**config.mk**
```make
export PLATFORM = sky130hd
export DESIGN_NAME = trap_addsub_unit
export DESIGN_NICKNAME = d
export VERILOG_FILES = /design/src/rtl/trap_alu_pkg.sv /design/src/rtl/taf_op_decode.sv /design/src/rtl/taf_sum_core.sv /design/src/rtl/taf_trap_eval.sv /design/src/rtl/trap_addsub_unit.sv
export SDC_FILE = /design/constraint.sdc
export NUM_CORES = 1
export LEC_CHECK = 0
export ABC_AREA = 1
export ABC_CLOCK_PERIOD_IN_PS = 1500
export BUFFER_PORTS_ARGS = -buffer_cell sky130_fd_sc_hd__buf_2
export CAP_MARGIN = 0
export CORE_MARGIN = 8
export CORE_UTILIZATION = 49
export DETAILED_ROUTE_END_ITERATION = 6
export PLACE_DENSITY = 0.77
export SLEW_MARGIN = 10
export SYNTH_ARGS = -nofsm -noshare
export SYNTH_HDL_FRONTEND = slang
export SYNTH_SLANG_ARGS = --single-unit
export TNS_END_PERCENT = 100
```
**constraint.sdc**
```tcl
create_clock -name clk -period 1.5 [get_ports clk]
set_clock_uncertainty 0.2 [all_clocks]
set_input_delay 0.15 -clock clk [delete_from_list [all_inputs] [get_ports clk]]
set_output_delay 0.15 -clock clk [all_outputs]
set_load 0.03 [all_outputs]
```
**src/rtl/trap_alu_pkg.sv**
```systemverilog
package trap_alu_pkg;

    localparam int OP_W    = 4;
    localparam int CAUSE_W = 2;

    typedef enum logic [1:0] {
        POL_WRAP = 2'b00,
        POL_SGN  = 2'b01,
        POL_UNS  = 2'b10,
        POL_RSV  = 2'b11
    } policy_e;

    typedef enum logic [CAUSE_W-1:0] {
        CAUSE_NONE = 2'b00,
        CAUSE_SOVF = 2'b01,
        CAUSE_UOVF = 2'b10
    } cause_e;

    typedef enum logic [1:0] {
        ST_IDLE  = 2'b00,
        ST_WRITE = 2'b01,
        ST_TRAP  = 2'b10
    } stage_e;

    typedef struct packed {
        logic    sub;
        logic    use_cin;
        policy_e policy;
    } op_dec_t;

endpackage

```
**src/rtl/taf_op_decode.sv**
```systemverilog
module taf_op_decode
    import trap_alu_pkg::*;
(
    input  logic [OP_W-1:0] op,
    output op_dec_t         dec
);

    always_comb begin
        dec.sub     = op[3];
        dec.use_cin = op[2];
        unique case (op[1:0])
            2'b01:   dec.policy = POL_SGN;
            2'b10:   dec.policy = POL_UNS;
            default: dec.policy = POL_WRAP;   // 00 and reserved 11 wrap
        endcase
    end

endmodule

```
**src/rtl/taf_sum_core.sv**
```systemverilog
module taf_sum_core #(
    parameter int WIDTH = 32
) (
    input  logic [WIDTH-1:0] a,
    input  logic [WIDTH-1:0] b,
    input  logic             sub,
    input  logic             cin,      // carry-in for add, borrow-in for subtract
    output logic [WIDTH-1:0] sum,
    output logic             cout,     // carry for add, borrow for subtract
    output logic             sgn_ovf
);

    localparam int EXT_W = WIDTH + 1;

    logic [WIDTH-1:0] b_eff;
    logic             c0;
    logic [EXT_W-1:0] wide;

    // subtract as a + ~b + ~borrow_in
    for (genvar i = 0; i < WIDTH; i++) begin : g_inv
        assign b_eff[i] = b[i] ^ sub;
    end

    assign c0   = cin ^ sub;
    assign wide = {1'b0, a} + {1'b0, b_eff} + {{WIDTH{1'b0}}, c0};
    assign sum  = wide[WIDTH-1:0];
    assign cout = wide[WIDTH] ^ sub;

    assign sgn_ovf = (a[WIDTH-1] == b_eff[WIDTH-1]) && (sum[WIDTH-1] != a[WIDTH-1]);

endmodule

```
**src/rtl/taf_trap_eval.sv**
```systemverilog
module taf_trap_eval
    import trap_alu_pkg::*;
(
    input  policy_e policy,
    input  logic    sgn_ovf,
    input  logic    carry,
    output logic    trap,
    output cause_e  cause
);

    always_comb begin
        trap  = 1'b0;
        cause = CAUSE_NONE;
        unique case (policy)
            POL_SGN: if (sgn_ovf) begin
                trap  = 1'b1;
                cause = CAUSE_SOVF;
            end
            POL_UNS: if (carry) begin
                trap  = 1'b1;
                cause = CAUSE_UOVF;
            end
            default: begin
                trap  = 1'b0;
                cause = CAUSE_NONE;
            end
        endcase
    end

endmodule

```
**src/rtl/trap_addsub_unit.sv**
```systemverilog
module trap_addsub_unit
    import trap_alu_pkg::*;
#(
    parameter int WIDTH = 32
) (
    input  logic               clk,
    input  logic               rst_n,
    input  logic               in_valid,
    input  logic [OP_W-1:0]    in_op,
    input  logic [WIDTH-1:0]   in_a,
    input  logic [WIDTH-1:0]   in_b,
    input  logic               in_carry,
    output logic               res_valid,
    output logic [WIDTH-1:0]   res_data,
    output logic               res_carry,
    output logic               res_wr_en,
    output logic               trap_req,
    output logic [CAUSE_W-1:0] trap_cause
);

    op_dec_t          dec;
    logic             cin_eff;
    logic [WIDTH-1:0] sum;
    logic             cout;
    logic             sgn_ovf;
    logic             trap_now;
    cause_e           cause_now;

    stage_e           state_q, state_d;
    logic [WIDTH-1:0] data_q;
    logic             carry_q;
    cause_e           cause_q;

    taf_op_decode u_dec (
        .op  (in_op),
        .dec (dec)
    );

    assign cin_eff = dec.use_cin & in_carry;

    taf_sum_core #(.WIDTH(WIDTH)) u_core (
        .a       (in_a),
        .b       (in_b),
        .sub     (dec.sub),
        .cin     (cin_eff),
        .sum     (sum),
        .cout    (cout),
        .sgn_ovf (sgn_ovf)
    );

    taf_trap_eval u_eval (
        .policy  (dec.policy),
        .sgn_ovf (sgn_ovf),
        .carry   (cout),
        .trap    (trap_now),
        .cause   (cause_now)
    );

    // next state: same rule from every state
    always_comb begin
        unique case (state_q)
            ST_IDLE, ST_WRITE, ST_TRAP: begin
                if (!in_valid)     state_d = ST_IDLE;
                else if (trap_now) state_d = ST_TRAP;
                else               state_d = ST_WRITE;
            end
            default:               state_d = ST_IDLE;
        endcase
    end

    // state register
    always_ff @(posedge clk or negedge rst_n) begin
        if (!rst_n) state_q <= ST_IDLE;
        else        state_q <= state_d;
    end

    // captured datapath values
    always_ff @(posedge clk or negedge rst_n) begin
        if (!rst_n) begin
            data_q  <= '0;
            carry_q <= 1'b0;
            cause_q <= CAUSE_NONE;
        end else if (in_valid) begin
            data_q  <= sum;
            carry_q <= cout;
            cause_q <= cause_now;
        end
    end

    // outputs decoded from the state
    always_comb begin
        res_valid  = 1'b0;
        res_wr_en  = 1'b0;
        trap_req   = 1'b0;
        trap_cause = CAUSE_NONE;
        res_data   = '0;
        res_carry  = 1'b0;
        unique case (state_q)
            ST_IDLE: ;
            ST_WRITE: begin
                res_valid = 1'b1;
                res_wr_en = 1'b1;
                res_data  = data_q;
                res_carry = carry_q;
            end
            ST_TRAP: begin
                res_valid  = 1'b1;
                trap_req   = 1'b1;
                trap_cause = cause_q;
                res_data   = data_q;
                res_carry  = carry_q;
            end
            default: ;
        endcase
    end

endmodule

```
Yosys cells after proc, flatten, opt, wreduce, memory -nomap -nowiden
Cells that the tools add are included.
{"block": "totals", "latchBits": 0, "mem_count": 0, "output_inout_bits": 38, "input_bits": 72, "regBits": 37, "elab_cells": 69, "romBits": 0, "mem_bits_rw": 0}
{"block": "op_classes", "order_cmp": 0, "eq_ne": 8, "bitwise_logic": 35, "n_reduce_logical": 4, "mul": 0, "div_mod_pow": 0, "muxes": 16, "addsub": 2, "n_shift": 0}
{"op": "$xor A1 B1 Y1", "n": 34}
{"op": "$add A32 B32 Y33", "n": 1}
{"op": "$add A33 B1 Y33", "n": 1}
{"op": "$mux W32", "n": 1}
{"op": "$mux W2", "n": 5}
{"op": "$pmux W2 S2", "n": 2}
{"op": "$mux W1", "n": 7}
{"op": "$eq A2 B1 Y1 const B", "n": 3}
{"op": "$eq A2 B2 Y1 const B", "n": 3}
{"op": "$reduce_or A3 Y1", "n": 1}
{"op": "$logic_not A2 Y1", "n": 1}
{"op": "$pmux W1 S2", "n": 1}
{"op": "$reduce_or A2 Y1", "n": 1}
{"op": "$and A1 B1 Y1", "n": 1}
{"op": "$eq A1 B1 Y1", "n": 1}
{"op": "$logic_and A1 B1 Y1", "n": 1}
{"op": "$ne A1 B1 Y1", "n": 1}

Logic depth before layout (Yosys ltp)
{"block": "logic_depth", "word_depth": 10, "depth_mapped": 19, "depth_no_buf": 18}

Cells and area by module
From an unflattened synthesis, not the netlist that was laid out.
{"block": "hier_totals", "hier_cells": 715, "area_unflattened_um2": 4449.3}
{"module": "taf_sum_core", "cells_per_inst": 461, "area_each_um2": 2590.0, "seq_area_each_um2": 0.0, "n_inst": 1}
{"module": "trap_addsub_unit", "cells_per_inst": 238, "area_each_um2": 1761.7, "seq_area_each_um2": 925.9, "n_inst": 1}
{"module": "taf_trap_eval", "cells_per_inst": 10, "area_each_um2": 67.6, "seq_area_each_um2": 0.0, "n_inst": 1}
{"module": "taf_op_decode", "cells_per_inst": 6, "area_each_um2": 30.0, "seq_area_each_um2": 0.0, "n_inst": 1}

Worst setup path after synthesis
OpenSTA, ideal clock, no wires.
{"block": "synth_timing", "kind": "input -> register", "from": "input in_op[3]", "to": "register data_q[18]", "setup_time_ps": 136, "required_time_ps": 1164, "stages": 16, "slack_ps": -1210, "n_path_buf": 2, "arrival_ps": 2374, "cell_sequence": "buf_2 > buf_2 > xnor2_1 > fa_1 > fa_1 > inv_1 > nand2_1 > nand2_1 > and2_1 > a21oi_2 > o21ai_2 > nand2_1 > nand2_1 > nand2_1 > nand3_1 > o21ai_0"}
{"block": "synth_between", "elab_chain_cells": 3, "elab_cells_between_ends": 22, "cone_classes": "2 x add/sub; 20 x bitwise"}
{"item": "from (decl)", "line_no": "trap_addsub_unit.sv:9", "rtl": "input logic [OP_W-1:0] in_op,"}
{"item": "$xor A1 B1 Y1", "line_no": "taf_sum_core.sv:21", "rtl": "assign b_eff[i] = b[i] ^ sub;"}
{"item": "$add A32 B32 Y33", "line_no": "taf_sum_core.sv:25", "rtl": "assign wide = {1'b0, a} + {1'b0, b_eff} + {{WIDTH{1'b0}}, c0};"}
{"item": "$add A33 B1 Y33 (*)", "line_no": "taf_sum_core.sv:25"}
{"item": "to (signal assigned)", "line_no": "trap_addsub_unit.sv:84", "rtl": "data_q <= sum;"}
{"item": "to (decl)", "line_no": "trap_addsub_unit.sv:30", "rtl": "logic [WIDTH-1:0] data_q;"}
Mark *: on every way between the ends. The rest lies on a longest branch, timed or not.
A chain may end at the register's enable or synchronous reset.

Worst setup path in the final report
{"block": "layout_timing", "from": "input in_op[3]", "to": "register data_q[21]"}
Same word-level chain as after synthesis.

==> run_summary.xml <==
<?xml version="1.0" encoding="UTF-8"?>
<metrics>
  <group name="logic_synthesis">
    <metric name="post_synth_main_area_contributors" unit="">dfrtp_1 (22%), nand2_1 (17%), ha_1 (11%), inv_1 (9.4%), nor2_1 (7.5%)</metric>
    <metric name="ys_warn_count" unit="">0</metric>
    <metric name="post_synthesis_net_count" unit="">763</metric>
    <metric name="syn-cell-area" unit="sq mm">0.00413</metric>
    <metric name="dominantRegCellSynth" unit="">dfrtp_1</metric>
    <metric name="synth-edff-count" unit="">0</metric>
    <metric name="netlist.area_leader.share" unit="">0.224</metric>
    <metric name="synth_cell_types" unit="">40</metric>
    <metric name="netlist.top_cell.by_area" unit="">dfrtp_1</metric>
    <metric name="synth_area_per_cell" unit="sq um">6.32</metric>
    <metric name="post-synth-top-count-cell" unit="">nand2_1</metric>
    <metric name="synth-seq-area-share" unit="">0.224</metric>
    <metric name="number_of_instances_in_the_synthesized_netlist" unit="">653</metric>
    <metric name="synth.ff_latch_count" unit="">37</metric>
    <metric name="yosys-top-cells-count" unit="">nand2_1 (186), inv_1 (103), nor2_1 (82), dfrtp_1 (37), ha_1 (36)</metric>
    <metric name="synth-async-reset-ratio" unit="">1.00</metric>
  </group>
  <group name="grt">
    <metric name="gr-total-overflow" unit="">0</metric>
    <metric name="globalRouteTotalUtil" unit="">0.279</metric>
    <metric name="grt_start_max_net_pins" unit="">38</metric>
    <metric name="via_count_of_the_first_global_routing_pass" unit="">5418</metric>
    <metric name="global_route_hottest_layer" unit="">met2</metric>
    <metric name="global_route_wire_length_before_repair" unit="microns">26100</metric>
    <metric name="globalRouteMet3Util" unit="">0.0257</metric>
    <metric name="antenna_found_initial" unit="">1</metric>
    <metric name="gr-usage-met2" unit="">0.483</metric>
    <metric name="gr-usage-met1" unit="">0.338</metric>
  </group>
  <group name="floorplanning">
    <metric name="initial_core_util" unit="">0.505</metric>
    <metric name="fp.dieW" unit="microns">108</metric>
    <metric name="rows" unit="">33</metric>
    <metric name="num_io_pins" unit="">110</metric>
    <metric name="die_area" unit="sq mm">0.0116</metric>
    <metric name="design.core.area" unit="sq mm">0.00818</metric>
    <metric name="chipHeight" unit="microns">108</metric>
  </group>
  <group name="setup_path">
    <metric name="worst-endpoint-required" unit="ns">1.48</metric>
    <metric name="start_kind" unit="">input pin</metric>
    <metric name="worst_setup_path_end_kind" unit="">flop</metric>
    <metric name="path_class" unit="">input pin to flop</metric>
    <metric name="signal_arrival_time_at_the_worst_endpoint" unit="ns">2.30</metric>
    <metric name="critPathMaxFanout" unit="">8</metric>
  </group>
  <group name="pwr">
    <metric name="power.density_cell_area" unit="mW/mm^2">931</metric>
    <metric name="power.ir.vdd_worst" unit="V">0.000511</metric>
    <metric name="power.static_leakage" unit="nW">3.81</metric>
    <metric name="overall_power_after_layout" unit="W">0.00702</metric>
  </group>
  <group name="status">
    <metric name="run_status" unit="">finished with violations</metric>
    <metric name="failed_checks" unit="">negative setup slack</metric>
  </group>
  <group name="final_layout">
    <metric name="area_growth_syn_to_layout" unit="%">82.6</metric>
    <metric name="finish.net_count" unit="">996</metric>
    <metric name="finish.utilization" unit="">0.922</metric>
    <metric name="fraction_of_layout_cells_with_a_size_suffix_above_1" unit="">0.542</metric>
  </group>
  <group name="clock_network">
    <metric name="clk_path_buf_depth" unit="">2</metric>
    <metric name="cts_root_buf" unit="">clkbuf_8</metric>
    <metric name="clk_pin_slew_worst_paths" unit="ns">0.08</metric>
    <metric name="cts_inserted_buffers" unit="">5</metric>
    <metric name="clock_tree.htree_level_count" unit="">2</metric>
    <metric name="cts_sinks" unit="">37</metric>
    <metric name="latest_clock_arrival_within_the_worst_skew_pair" unit="ns">0.29</metric>
    <metric name="tritoncts" unit="">done</metric>
  </group>
  <group name="drt">
    <metric name="route.vias.total" unit="">5775</metric>
    <metric name="routed_via_density" unit="">5.82</metric>
    <metric name="drt_wl_total" unit="microns">21100</metric>
    <metric name="first_iter_violations" unit="">462</metric>
    <metric name="drtPass1Iterations" unit="">5</metric>
    <metric name="detail_route.wl_per_cell" unit="microns">21.3</metric>
    <metric name="postRouteAntennaNets" unit="">0</metric>
    <metric name="drt_drc_violations_left" unit="">0</metric>
  </group>
  <group name="sta">
    <metric name="rsz0062_at_grt" unit="">true</metric>
    <metric name="final.period_utilization" unit="">1.55</metric>
    <metric name="finalMaxSlewViolations" unit="">0</metric>
    <metric name="tmin_final" unit="ns">2.32</metric>
    <metric name="finalWorstSetupSlack" unit="ns">-0.822</metric>
    <metric name="max_slew_headroom" unit="">0.778</metric>
    <metric name="report.final.setup_viol" unit="">72</metric>
    <metric name="max_freq" unit="GHz">0.431</metric>
    <metric name="hold_viol_final" unit="">0</metric>
    <metric name="transition_time_at_the_pin_with_the_least_slew_margin" unit="ns">0.332</metric>
  </group>
  <group name="place">
    <metric name="detailed_place_hpwl" unit="microns">10900</metric>
    <metric name="io_buffer_count" unit="">109</metric>
    <metric name="final_weighted_congestion_in_routability_driven_placement" unit="">0.856</metric>
  </group>
  <group name="flow_run">
    <metric name="maxCapViolCount" unit="">0</metric>
  </group>
  <group name="hold_path">
    <metric name="hp-class" unit="">input pin to flop</metric>
  </group>
</metrics>
-- cell families (layout without fill, tap and decap cells) --
| kind of cell | after synthesis | in the layout | share of synthesized area |
|---|---|---|---|
| xor+xnor | 47 | 47 | 0.0997 |
| other cells | 0 | 1 | 0 |
| simple gates | 337 | 337 | 0.342 |
| compound gates | 75 | 75 | 0.106 |
| flops | 37 | 37 | 0.224 |
| buf+inv | 119 | 353 | 0.109 |
| fa+ha+maj | 38 | 38 | 0.119 |
-- flip-flops by register name (all words and copies together) (netlist names) --
register,flops
data_q,32
cause_q,2
state_q,2
carry_q,1
-- where the power goes --
group	leakage (nW)	switching (W)	total, W	internal (W)
combinational	3.31	0.00279	0.00498	0.00219
sequential	0.451	0.000144	0.00136	0.00122
clock	0.0450	0.000352	0.000674	0.000322
-- what timing repair did --
action	4_1_cts	5_1_grt
hold endpoints to repair	37	0
endpoints found under the setup margin	73	72
pin swaps	64	47
hold buffers	1	0
buffers inserted	28	17
gates resized for setup	213	109
gates cloned	3	2
-- stage by stage --
step                hold WS (ns)  setup WS (ns)  TNS [ns]  cell area (sq um)  std cells
CTS                       0.0677         -0.623    -29.09               6920        976
global route               0.106         -0.891    -37.87               7540        993
finish                     0.104         -0.822    -35.47               7540        993
detailed placement       -0.0774          -1.17    -34.62               5760        938
floorplan                 -0.346         -0.932    -25.86               4520        653
global placement         -0.0743          -1.06    -31.19               5760        938
-- final timing paths --
check                      startpoint         end  slack, ns  cells after the start
max reg2reg                state_q[0]  state_q[0]       0.02                      4
max in group asynchronous       rst_n  data_q[28]       0.76                      3
min in group asynchronous       rst_n  cause_q[0]       0.14                      3
min reg2reg                 data_q[1]   data_q[1]       0.30                      2
max                          in_op[3]  data_q[21]      -0.82                     13
min                          in_valid  state_q[1]       0.10                      4
-- cell type report --
class	count	area, sq um
clock buffers	6	72.6
flip-flops and latches	37	926
multi-input cells	497	3970
clock inverters	2	10.0
repair buffers	241	2030
diodes	1	2.50
well taps	105	131
inverters	104	397
fillers	306	637
-- cell usage in the layout, fill, tap and decap left out, types with 7 or more instances in the layout --
| master | n |
|---|---|
| nand2_1 | 142 |
| buf_4 | 101 |
| inv_1 | 93 |
| buf_2 | 71 |
| buf_6 | 56 |
| nand2_2 | 45 |
| nor2_4 | 41 |
| dfrtp_1 | 37 |
| nor2_1 | 28 |
| xor2_1 | 24 |
| nand3_2 | 22 |
| a21oi_2 | 20 |
| ha_1 | 19 |
| nor2_2 | 16 |
| o21ai_1 | 16 |
| ha_4 | 12 |
| nand2_4 | 10 |
| nand3_1 | 10 |
| inv_2 | 9 |
| xnor2_2 | 9 |
| xor2_2 | 8 |
| o21bai_1 | 7 |
| o21ai_2 | 7 |
| buf_12 | 7 |
-- worst max-delay path, cell delays in order --
cell	delay, ns
buf_16	0.14
buf_12	0.15
xor2_1	0.16
ha_1	0.40
nand2_1	0.21
nor2_1	0.20
inv_1	0.14
nor2_2	0.27
a21oi_2	0.15
inv_1	0.11
nand2_1	0.07
nand3_2	0.09
nand2_1	0.05
-- routing by layer --
layer	share of wire	vias up
li1	-	2482
met1	0.36	2747
met4	0.063	0
met5	0	-
met3	0.081	127
met2	0.50	419
Note: power is estimated with default switching activity, not from simulation.
